File: src/rtl/clkboot_pkg.sv
// Package for the boot-time clock source configurator.
// Holds the frame geometry, the state types and the write list.
// Assumes a single-byte write frame: {write=0, count=00, addr[12:0], data[7:0]}.
package clkboot_pkg;

    localparam int FRAME_W  = 24;
    localparam int ADDR_W   = 13;
    localparam int DATA_W   = 8;
    localparam int N_WRITES = 4;

    localparam logic [DATA_W-1:0] SEL_OFFBOARD = 8'h1D;
    localparam logic [DATA_W-1:0] SEL_ONBOARD  = 8'h1A;

    typedef struct packed {
        logic [ADDR_W-1:0] addr;
        logic [DATA_W-1:0] data;
    } wr_entry_t;

    typedef enum logic [1:0] {TX_IDLE, TX_BIT, TX_GAP} tx_state_t;
    typedef enum logic [1:0] {SQ_WAIT, SQ_SEND, SQ_DONE} sq_state_t;

    // Returns the write-list entry at position idx for the chosen mode.
    function automatic wr_entry_t write_entry(input int idx, input logic offboard);
        wr_entry_t e;
        case (idx)
            0:       begin e.addr = 13'h040; e.data = 8'h02; end
            1:       begin e.addr = 13'h045; e.data = offboard ? SEL_OFFBOARD : SEL_ONBOARD; end
            2:       begin e.addr = 13'h04A; e.data = 8'h00; end
            default: begin e.addr = 13'h05A; e.data = 8'h01; end
        endcase
        return e;
    endfunction

    // Wraps an entry into a single-byte write frame.
    function automatic logic [FRAME_W-1:0] build_frame(input wr_entry_t e);
        return {1'b0, 2'b00, e.addr, e.data};
    endfunction

endpackage

File: src/rtl/clkboot_swcap.sv
// Switch synchronizer and one-time mode capture.
// The asynchronous switches pass through two flops. Once the pipeline holds
// real samples and the arm input is high, the mode is latched and then frozen
// until reset. Assumes arm is synchronous to clk.
module clkboot_swcap #(
    parameter int SW_W = 2
) (
    input  logic            clk,
    input  logic            rst_n,
    input  logic [SW_W-1:0] sw_in,
    input  logic            arm,
    output logic            mode_ready,
    output logic            mode_offboard
);

    logic [SW_W-1:0] sync_a;
    logic [SW_W-1:0] sync_b;
    logic [1:0]      fill;

    // Two-flop synchronizer plus a fill marker for valid samples.
    always_ff @(posedge clk) begin
        if (!rst_n) begin
            sync_a <= '0;
            sync_b <= '0;
            fill   <= '0;
        end else begin
            sync_a <= sw_in;
            sync_b <= sync_a;
            fill   <= {fill[0], 1'b1};
        end
    end

    // Latches the mode once, at the first armed cycle with valid samples.
    always_ff @(posedge clk) begin
        if (!rst_n) begin
            mode_ready    <= 1'b0;
            mode_offboard <= 1'b0;
        end else if (arm && fill[1] && !mode_ready) begin
            mode_ready    <= 1'b1;
            mode_offboard <= (sync_b == '0);
        end
    end

    p_mode_frozen_r9: assert property (@(posedge clk) disable iff (!rst_n)
        mode_ready |=> (mode_ready && $stable(mode_offboard)));

endmodule

File: src/rtl/clkboot_spi_tx.sv
// Write-only SPI mode-0 frame transmitter.
// Sends one FRAME_W-bit frame MSB first after a start pulse, then holds chip
// select high for a guard gap before pulsing done. Abort returns it to idle at
// once, with chip select high. Assumes DIV is even and at least 2.
module clkboot_spi_tx
    import clkboot_pkg::*;
#(
    parameter int DIV       = 8,
    parameter int GAP_SCLKS = 2
) (
    input  logic               clk,
    input  logic               rst_n,
    input  logic               abort,
    input  logic               start,
    input  logic [FRAME_W-1:0] frame,
    output logic               cs_n,
    output logic               sclk,
    output logic               mosi,
    output logic               done
);

    localparam int HALF    = DIV / 2;
    localparam int CW      = (DIV > 2) ? $clog2(DIV) : 1;
    localparam int GAP_CYC = GAP_SCLKS * DIV;
    localparam int GW      = $clog2(GAP_CYC + 1);
    localparam int BW      = $clog2(FRAME_W);

    tx_state_t          st;
    logic [FRAME_W-1:0] sh;
    logic [CW-1:0]      div_cnt;
    logic [BW-1:0]      bit_cnt;
    logic [GW-1:0]      gap_cnt;

    // Frame shifter, serial clock divider and inter-frame gap timer.
    always_ff @(posedge clk) begin
        if (!rst_n) begin
            st      <= TX_IDLE;
            cs_n    <= 1'b1;
            sclk    <= 1'b0;
            sh      <= '0;
            div_cnt <= '0;
            bit_cnt <= '0;
            gap_cnt <= '0;
            done    <= 1'b0;
        end else begin
            done <= 1'b0;
            if (abort) begin
                st   <= TX_IDLE;
                cs_n <= 1'b1;
                sclk <= 1'b0;
            end else begin
                case (st)
                    TX_IDLE: begin
                        if (start) begin
                            sh      <= frame;
                            cs_n    <= 1'b0;
                            div_cnt <= '0;
                            bit_cnt <= '0;
                            st      <= TX_BIT;
                        end
                    end
                    TX_BIT: begin
                        if (div_cnt == CW'(HALF - 1)) sclk <= 1'b1;
                        if (div_cnt == CW'(DIV - 1)) begin
                            sclk    <= 1'b0;
                            div_cnt <= '0;
                            if (bit_cnt == BW'(FRAME_W - 1)) begin
                                cs_n    <= 1'b1;
                                gap_cnt <= '0;
                                st      <= TX_GAP;
                            end else begin
                                sh      <= {sh[FRAME_W-2:0], 1'b0};
                                bit_cnt <= bit_cnt + 1'b1;
                            end
                        end else begin
                            div_cnt <= div_cnt + 1'b1;
                        end
                    end
                    TX_GAP: begin
                        if (gap_cnt == GW'(GAP_CYC - 1)) begin
                            done <= 1'b1;
                            st   <= TX_IDLE;
                        end else begin
                            gap_cnt <= gap_cnt + 1'b1;
                        end
                    end
                    default: st <= TX_IDLE;
                endcase
            end
        end
    end

    // The data line always presents the current frame MSB.
    assign mosi = sh[FRAME_W-1];

    p_sclk_idle_r4: assert property (@(posedge clk) disable iff (!rst_n)
        cs_n |-> !sclk);
    p_mosi_hold_r4: assert property (@(posedge clk) disable iff (!rst_n)
        (sclk && $past(sclk)) |-> $stable(mosi));
    p_abort_release_r10: assert property (@(posedge clk) disable iff (!rst_n)
        abort |=> (cs_n && !sclk));

endmodule

File: src/rtl/clkboot_seq.sv
// Boot write-list sequencer.
// Waits for a qualified boot clock and a captured mode, then requests one
// frame per list entry, in order. A qualifier drop sends it back to waiting,
// and the list restarts from entry zero. After the last frame it parks for good.
module clkboot_seq
    import clkboot_pkg::*;
#(
    parameter int NW = N_WRITES
) (
    input  logic                clk,
    input  logic                rst_n,
    input  logic                clk_ok,
    input  logic                mode_ready,
    input  logic                tx_done,
    output logic                start,
    output logic [$clog2(NW)-1:0] idx,
    output logic                invalid
);

    localparam int IW = $clog2(NW);

    sq_state_t st;

    // Walks the write list and issues one start pulse per entry.
    always_ff @(posedge clk) begin
        if (!rst_n) begin
            st    <= SQ_WAIT;
            idx   <= '0;
            start <= 1'b0;
        end else begin
            start <= 1'b0;
            case (st)
                SQ_WAIT: begin
                    if (clk_ok && mode_ready) begin
                        idx   <= '0;
                        start <= 1'b1;
                        st    <= SQ_SEND;
                    end
                end
                SQ_SEND: begin
                    if (!clk_ok) begin
                        st <= SQ_WAIT;
                    end else if (tx_done) begin
                        if (idx == IW'(NW - 1)) begin
                            st <= SQ_DONE;
                        end else begin
                            idx   <= idx + 1'b1;
                            start <= 1'b1;
                        end
                    end
                end
                default: st <= SQ_DONE;
            endcase
        end
    end

    // Downstream reset stays asserted until the list is complete.
    assign invalid = (st != SQ_DONE);

    p_done_final_r8: assert property (@(posedge clk) disable iff (!rst_n)
        (st == SQ_DONE) |=> (st == SQ_DONE && !start));
    p_start_qualified_r2: assert property (@(posedge clk) disable iff (!rst_n)
        start |-> $past(clk_ok));

endmodule

File: src/rtl/clkboot_cfg.sv
// Top of the boot-time clock source configurator.
// Runs on the always-running oscillator clock. It captures the clock-source
// switches, pushes the write list to the clock buffer over SPI and holds
// clocks_invalid high until the last write has ended. Assumes clk_ok is
// synchronous to clk and that rst_n is released once after power-up.
module clkboot_cfg
    import clkboot_pkg::*;
#(
    parameter int SCLK_DIV  = 8,
    parameter int GAP_SCLKS = 2
) (
    input  logic       clk,
    input  logic       rst_n,
    input  logic       clk_ok,
    input  logic [1:0] cfg_sw,
    output logic       spi_cs_n,
    output logic       spi_sclk,
    output logic       spi_mosi,
    output logic       clocks_invalid
);

    localparam int IW = $clog2(N_WRITES);

    logic               mode_ready;
    logic               mode_offboard;
    logic               tx_start;
    logic               tx_done;
    logic [IW-1:0]      wr_idx;
    logic [FRAME_W-1:0] cur_frame;

    clkboot_swcap #(.SW_W(2)) u_swcap (
        .clk           (clk),
        .rst_n         (rst_n),
        .sw_in         (cfg_sw),
        .arm           (clk_ok),
        .mode_ready    (mode_ready),
        .mode_offboard (mode_offboard)
    );

    clkboot_seq #(.NW(N_WRITES)) u_seq (
        .clk        (clk),
        .rst_n      (rst_n),
        .clk_ok     (clk_ok),
        .mode_ready (mode_ready),
        .tx_done    (tx_done),
        .start      (tx_start),
        .idx        (wr_idx),
        .invalid    (clocks_invalid)
    );

    // Frame for the current list position and the captured mode.
    always_comb cur_frame = build_frame(write_entry(int'(wr_idx), mode_offboard));

    clkboot_spi_tx #(.DIV(SCLK_DIV), .GAP_SCLKS(GAP_SCLKS)) u_tx (
        .clk   (clk),
        .rst_n (rst_n),
        .abort (!clk_ok),
        .start (tx_start),
        .frame (cur_frame),
        .cs_n  (spi_cs_n),
        .sclk  (spi_sclk),
        .mosi  (spi_mosi),
        .done  (tx_done)
    );

    p_quiet_unqualified_r2: assert property (@(posedge clk) disable iff (!rst_n)
        !clk_ok |=> spi_cs_n);
    p_invalid_over_frame_r8: assert property (@(posedge clk) disable iff (!rst_n)
        !spi_cs_n |-> clocks_invalid);
    p_invalid_never_returns_r8: assert property (@(posedge clk) disable iff (!rst_n)
        !clocks_invalid |=> !clocks_invalid);

endmodule

File: config.mk
export PLATFORM = sky130hd
export DESIGN_NAME = clkboot_cfg
export DESIGN_NICKNAME = d
export VERILOG_FILES = /design/src/rtl/clkboot_pkg.sv /design/src/rtl/clkboot_swcap.sv /design/src/rtl/clkboot_spi_tx.sv /design/src/rtl/clkboot_seq.sv /design/src/rtl/clkboot_cfg.sv
export SDC_FILE = /design/constraint.sdc
export NUM_CORES = 1
export LEC_CHECK = 0
export BUFFER_PORTS_ARGS = -buffer_cell sky130_fd_sc_hd__buf_2
export CAP_MARGIN = 20
export CORE_ASPECT_RATIO = 1.4
export CORE_MARGIN = 4
export CORE_UTILIZATION = 45
export CTS_CLUSTER_DIAMETER = 80
export DETAILED_ROUTE_END_ITERATION = 16
export MAX_ROUTING_LAYER = met4
export SETUP_SLACK_MARGIN = 0.05
export SYNTH_ARGS = -nofsm -noshare
export SYNTH_HDL_FRONTEND = slang
export SYNTH_HIERARCHICAL = 1
export SYNTH_SLANG_ARGS = --single-unit
File: constraint.sdc
create_clock -name clk -period 2.5 [get_ports clk]
set_input_delay 0.25 -clock clk [delete_from_list [all_inputs] [get_ports clk]]
set_output_delay 0.25 -clock clk [all_outputs]
set_load 0.02 [all_outputs]
==> results.py, run 1 <==
metrics = {
    "die": {
        "io_pins": 9,
        "die-width_um": 71.9,
        "start_util_pct": 46.6,
        "fp.dieArea_sq_um": 7010,
        "die_y_um": 97.5,
        "row_count": 32,
        "core_area_sq_um": 5530,
    },
    "place": {
        "io_buffers": 8,
        "gp_congestion": 0.718,
        "dp_hpwl_mm": 2.91,
        "placed_area_sq_um": 2690,
    },
    "drt": {
        "vias_per_cell": 5.33,
        "drt-initial-drc-count": 76,
        "wl_mm": 4.55,
        "wl_per_cell_um": 12.2,
        "num_vias": 1993,
        "postRouteAntennaNets": 0,
        "drc": 0,
        "drt_pass1_iterations": 4,
    },
    "logic_synthesis": {
        "synth_area_leaders": "dfxtp_1, o211a_1, nand2_1",
        "yosys-top-cells-count": "nand2_1, dfxtp_1, nand3_1",
        "synth_top_family_by_area": "simple AND/OR/NAND/NOR gates",
        "synth_area_leader_cell": "dfxtp_1",
        "yosysMostFrequentCell": "nand2_1",
        "yosysSeqAreaShare_pct": 42.8,
        "async_reset_ff_share_pct": 0,
        "netlist_instances": 293,
        "synth-simple-area-share_pct": 27.2,
        "synth_cell_types": 50,
        "synth-xor-area-share_pct": 0,
        "netlist_area_sq_um": 2570,
        "synth_mux_area_share_pct": 1.61,
        "synth_compound_area_share_pct": 19.6,
        "synth-edff-count": 0,
        "synth_flop_cell": "dfxtp_1",
        "synth_top_area_share_pct": 42.8,
        "avgSynthCellArea_sq_um": 8.78,
        "synth_fa_ha_area_share_pct": 3.40,
        "yosysWarnings": 6,
        "synth_seq_cells": 55,
    },
    "critical_path": {
        "cp_max_fo": 49,
        "critPathCaptureType": "flip-flop",
        "start_kind": "flip-flop",
        "crit_type": "reg -> reg",
        "cp_data_required_time_ns": 2.70,
        "worst-endpoint-arrival_ns": 2.20,
    },
    "grt": {
        "antenna_found_initial": 0,
        "grt_max_degree": 54,
        "overflow": 0,
        "grt_pass1_vias": 1873,
        "grt_pass1_wl_mm": 8.09,
        "grt_usage_pct": 14.2,
    },
    "sta": {
        "final_max_slew_viol_count": 0,
        "rsz0062_at_grt": "no",
        "tns_ns": 0,
        "setup_viol": 0,
        "slew_headroom_pct": 65.8,
        "fmax_mhz": 502,
        "finalCriticalPeriod_ns": 1.99,
        "worst_pin_slew_ns": 0.512,
        "clock_skew_ns": 0.00391,
        "finalHoldViolations": 0,
        "fin_crit_sh_pct": 79.6,
    },
    "cts": {
        "clock_path_buffers": 2,
        "clockRootBuffer": "clkbuf_8",
        "clk_pin_slew_ns": 0.10,
        "cts_sinks": 55,
        "cts_max_level": 2,
        "postCtsSetupBuffers": 0,
        "cts-buffers-inserted": 5,
        "postCtsResizedCells": 0,
        "postCtsHoldBufs": 0,
        "cts_tree": "done",
        "clk_latency_ns": 0.30,
    },
    "power_and_ir_drop": {
        "cellLeakagePower_nw": 1.34,
        "power.density_nw_per_um2": 553,
        "switching_share_pct": 21.7,
        "p_int_mw": 1.21,
        "combPwrFrac_pct": 3.9,
        "seq_power_share_pct": 57.7,
        "switching_power_mw": 0.336,
        "max-vdd-ir-drop_mv": 0.452,
        "clkPwrFrac_pct": 38.4,
    },
    "finish": {
        "finish.net_count": 317,
        "diodes": 0,
        "syn_to_final_growth_pct": 8.90,
        "fin_area_sq_um": 2800,
        "drive_gt1_share_pct": 10.8,
    },
    "run_status": {
        "status": "completed",
    },
    "flow_run": {
        "maxCapViolations": 0,
    },
    "min_path": {
        "hold_class": "in -> reg",
    },
}
[cell usage in the layout (no fill, tap or decap), types with 5 or more instances in the layout]
cell type,n
clkbuf_8,5
o21ai_0,6
o211a_1,23
ha_1,7
a21oi_1,10
and2_2,6
nand2b_1,8
nor2b_1,7
nand2_1,59
inv_1,8
dfxtp_1,55
nor2_1,7
conb_1,14
buf_2,8
nand3_1,32
[routing by layer]
metal | routed length (um) | global-route usage [%] | up-vias
met5 | 0 | - | -
met4 | 29 | 3.91 | 0
met3 | 101 | 2.80 | 2
met2 | 2300 | 24.3 | 17
met1 | 2110 | 16.7 | 939
li1 | - | - | 1035
[per-stage QoR]
stage | util, % | hold slack [ns] | std cells | setup slack, ns | power [mW]
global placement | 48.6 | 0.428 | 366 | 0.541 | 0.975
detailed placement | 48.6 | 0.435 | 366 | 0.495 | 0.976
global route | 50.7 | 0.151 | 374 | 0.332 | 1.62
CTS | 50.7 | 0.139 | 374 | 0.472 | 1.58
floorplan | - | 0.278 | 305 | 0.718 | 0.959
finish | 50.7 | 0.155 | 374 | 0.509 | 1.55
[critical path, cell delays in order (launching register included)]
cell	delay, ns
dfxtp_1	0.35
ha_1	0.18
ha_1	0.27
mux2i_1	0.18
a2111oi_4	0.41
buf_12	0.27
nand3_1	0.10
o211a_1	0.13
[power by group through the flow]
stage,sequential [mW],clock (mW),combinational (mW)
detailed placement,0.915,0,0.0609
finish,0.894,0.595,0.0603
global placement,0.914,0,0.0606
CTS,0.895,0.622,0.0610
global route,0.896,0.651,0.0703
floorplan,0.913,0,0.0454
[registers in the layout, indices dropped and copies added, names as in the netlist]
name	cells
u_tx/cs_n	1
u_swcap/fill	2
u_swcap/mode_ready	1
u_tx/sh	24
u_tx/gap_cnt	5
u_tx/div_cnt	3
u_tx/st	2
u_swcap/sync_b	2
u_tx/bit_cnt	5
u_swcap/mode_offboard	1
u_swcap/sync_a	2
u_seq/st	2
u_tx/done	1
u_seq/idx	2
u_seq/start	1
u_tx/sclk	1
[worst paths after layout]
check	from	to	slack [ns]	cells after the start
min	cfg_sw[0]	u_swcap/sync_a[0]	0.15	2
min reg2reg	u_swcap/fill[0]	u_swcap/fill[1]	0.46	1
max	u_tx/div_cnt[0]	u_tx/sh[16]	0.51	7
max reg2reg	u_tx/div_cnt[0]	u_tx/sh[16]	0.51	7
[area by class of cell]
class                      instances  area, sq um
multi-input combinational        223         1390
inverter                           8         30.0
clock buffer                       5         68.8
sequential                        55         1100
clock inverter                     3         47.5
timing repair buffer              12         82.6
fill                             541         2720
tap                               68         85.1
[cells by family (layout without fill, tap and decap cells)]
family	after synthesis	count (layout)
other cells	2	14
buf+inv	27	28
fa+ha+maj	7	7
flops	55	55
mux	4	4
compound gates	62	62
simple gates	136	136
(Power assumes the default switching activity.)
==> run 2: changes to the inputs <==
clock period = 1.75 ns   (was 2.5 ns; I/O delays follow)
==> results.py, run 2 (synthesized netlist as in run 1, its figures left out) <==
metrics = {
    "run_status": {
        "status": "completed",
    },
    "drt": {
        "drc": 0,
        "vias_per_cell": 5.26,
        "wl_per_cell_um": 13.5,
        "wl_mm": 5.39,
        "postRouteAntennaNets": 0,
        "drt-initial-drc-count": 83,
        "drt_pass1_iterations": 4,
        "num_vias": 2095,
    },
    "finish": {
        "top_register": "u_tx/sh",
        "mostFrequentLayoutCells": "nand2_1, dfxtp_1, nand3_1",
        "largest_reg_flops": 24,
        "fin_area_sq_um": 3140,
        "syn_to_final_growth_pct": 22.2,
        "diodes": 0,
        "final_common_cell": "nand2_1",
        "reg.largest.list": "u_tx/sh: 24 flops, u_tx/bit_cnt: 5 flops, u_tx/gap_cnt: 5 flops",
        "fill_cells": 510,
        "drive_gt1_share_pct": 22.1,
        "finish.net_count": 341,
    },
    "place": {
        "gp_congestion": 0.677,
        "io_buffers": 8,
        "dp_hpwl_mm": 3.25,
        "placed_area_sq_um": 2820,
    },
    "sta": {
        "fin_crit_sh_pct": 94.7,
        "tns_ns": 0,
        "final_max_slew_viol_count": 0,
        "finalHoldViolations": 0,
        "fmax_mhz": 604,
        "setup_viol": 0,
        "clock_skew_ns": 0.0119,
        "finalCriticalPeriod_ns": 1.66,
    },
    "cts": {
        "cts_max_level": 2,
        "clk_pin_slew_ns": 0.10,
        "clock_path_buffers": 2,
        "cts_sinks": 55,
        "cts_tree": "done",
        "clockRootBuffer": "clkbuf_8",
        "cts-buffers-inserted": 5,
        "clk_latency_ns": 0.31,
    },
    "critical_path": {
        "crit_path_frequent_cell": "ha_4",
        "cpPeakStageDelay_ns": 0.35,
        "cp_max_fo": 12,
        "critPathCaptureType": "flip-flop",
        "start_kind": "flip-flop",
        "critPathTopFamily": "buffers and inverters",
        "crit_cells": 8,
        "r2r_cells": 8,
        "path_cells": "ha_4 > ha_4 > mux2i_4 > a2111oi_4 > buf_6 > buf_12 > clkbuf_16 > o211a_1",
        "path_buf_inv": 3,
        "slowest_stage": "dfxtp_2",
        "crit_type": "reg -> reg",
        "worst-endpoint-arrival_ns": 1.86,
        "cp_data_required_time_ns": 1.95,
    },
    "grt": {
        "overflow": 0,
        "grt_pass1_wl_mm": 8.91,
        "grt_usage_pct": 15.7,
        "grt_pass1_vias": 2018,
        "grt_max_degree": 45,
        "antenna_found_initial": 0,
    },
    "die": {
        "io_pins": 9,
        "die_y_um": 97.5,
        "start_util_pct": 46.6,
        "die-width_um": 71.9,
        "row_count": 32,
        "fp.dieArea_sq_um": 7010,
        "core_area_sq_um": 5530,
    },
    "power_and_ir_drop": {
        "cellLeakagePower_nw": 1.48,
        "power.density_nw_per_um2": 668,
        "max-vdd-ir-drop_mv": 0.376,
    },
    "flow_run": {
        "maxCapViolations": 0,
    },
    "min_path": {
        "whs_path_depth": 2,
        "hold_class": "in -> reg",
    },
}
-- run 2: path summary, 6_finish.rpt --
path / from / to / slack [ns]
worst min register to register: u_swcap/sync_a[1] / u_swcap/sync_b[1] / 0.46
worst max register to register: u_tx/div_cnt[0] / u_tx/sh[17] / 0.09
worst max-delay path: u_tx/div_cnt[0] / u_tx/sh[17] / 0.09
worst min-delay path: cfg_sw[0] / u_swcap/sync_a[0] / 0.08
-- run 2: final cells by class --
| type | instances | area, sq um | area share (%) |
|---|---|---|---|
| clock buffers | 5 | 68.8 | 2.19 |
| well taps | 68 | 85.1 | 2.71 |
| inverters | 8 | 30.0 | 0.955 |
| clock inverters | 3 | 22.5 | 0.717 |
| repair buffers | 36 | 355 | 11.3 |
| multi-input cells | 223 | 1470 | 46.8 |
| flip-flops and latches | 55 | 1110 | 35.3 |
-- run 2: routing by layer --
layer / part of all wire (%) / vias to the layer above / track usage (%)
li1: - / 1089 / -
met1: 44 / 989 / 17.7
met2: 54 / 13 / 28.2
met3: 1.6 / 4 / 2.59
met4: 0.84 / 0 / 3.91
met5: 0 / - / -
-- run 2: power breakdown --
| part | switching, mW | total, mW | internal [mW] | leakage, nW |
|---|---|---|---|---|
| clock | 0.430 | 0.718 | 0.288 | 0.0485 |
| sequential | 0.00946 | 1.28 | 1.27 | 0.449 |
| combinational | 0.0601 | 0.105 | 0.0445 | 0.979 |
-- run 2: through the flow --
| step | cells | hold slack (ns) | utilization (%) | setup WS [ns] | total power [mW] |
|---|---|---|---|---|---|
| 6_report | 398 | 0.0769 | 56.9 | 0.0936 | 2.10 |
| 2_1_floorplan | 305 | 0.203 | - | 0.0747 | 1.37 |
| 4_1_cts | 393 | 0.0661 | 53.8 | 0.0294 | 2.13 |
| 3_5_place_dp | 383 | 0.394 | 51.1 | 0.0171 | 1.40 |
| 5_1_grt | 398 | 0.0787 | 56.9 | -0.00760 | 2.19 |
| 3_3_place_gp | 383 | 0.391 | 51.1 | 0.0515 | 1.40 |
-- run 2: repair_timing --
action | CTS | global route
pin swaps | 1 | 3
gates cloned | 1 | 4
endpoints found under the setup margin | 26 | 32
resized for setup | 3 | 21
hold buffers | 0 | 0
setup buffers | 2 | 1
hold endpoints to repair | 0 | 0
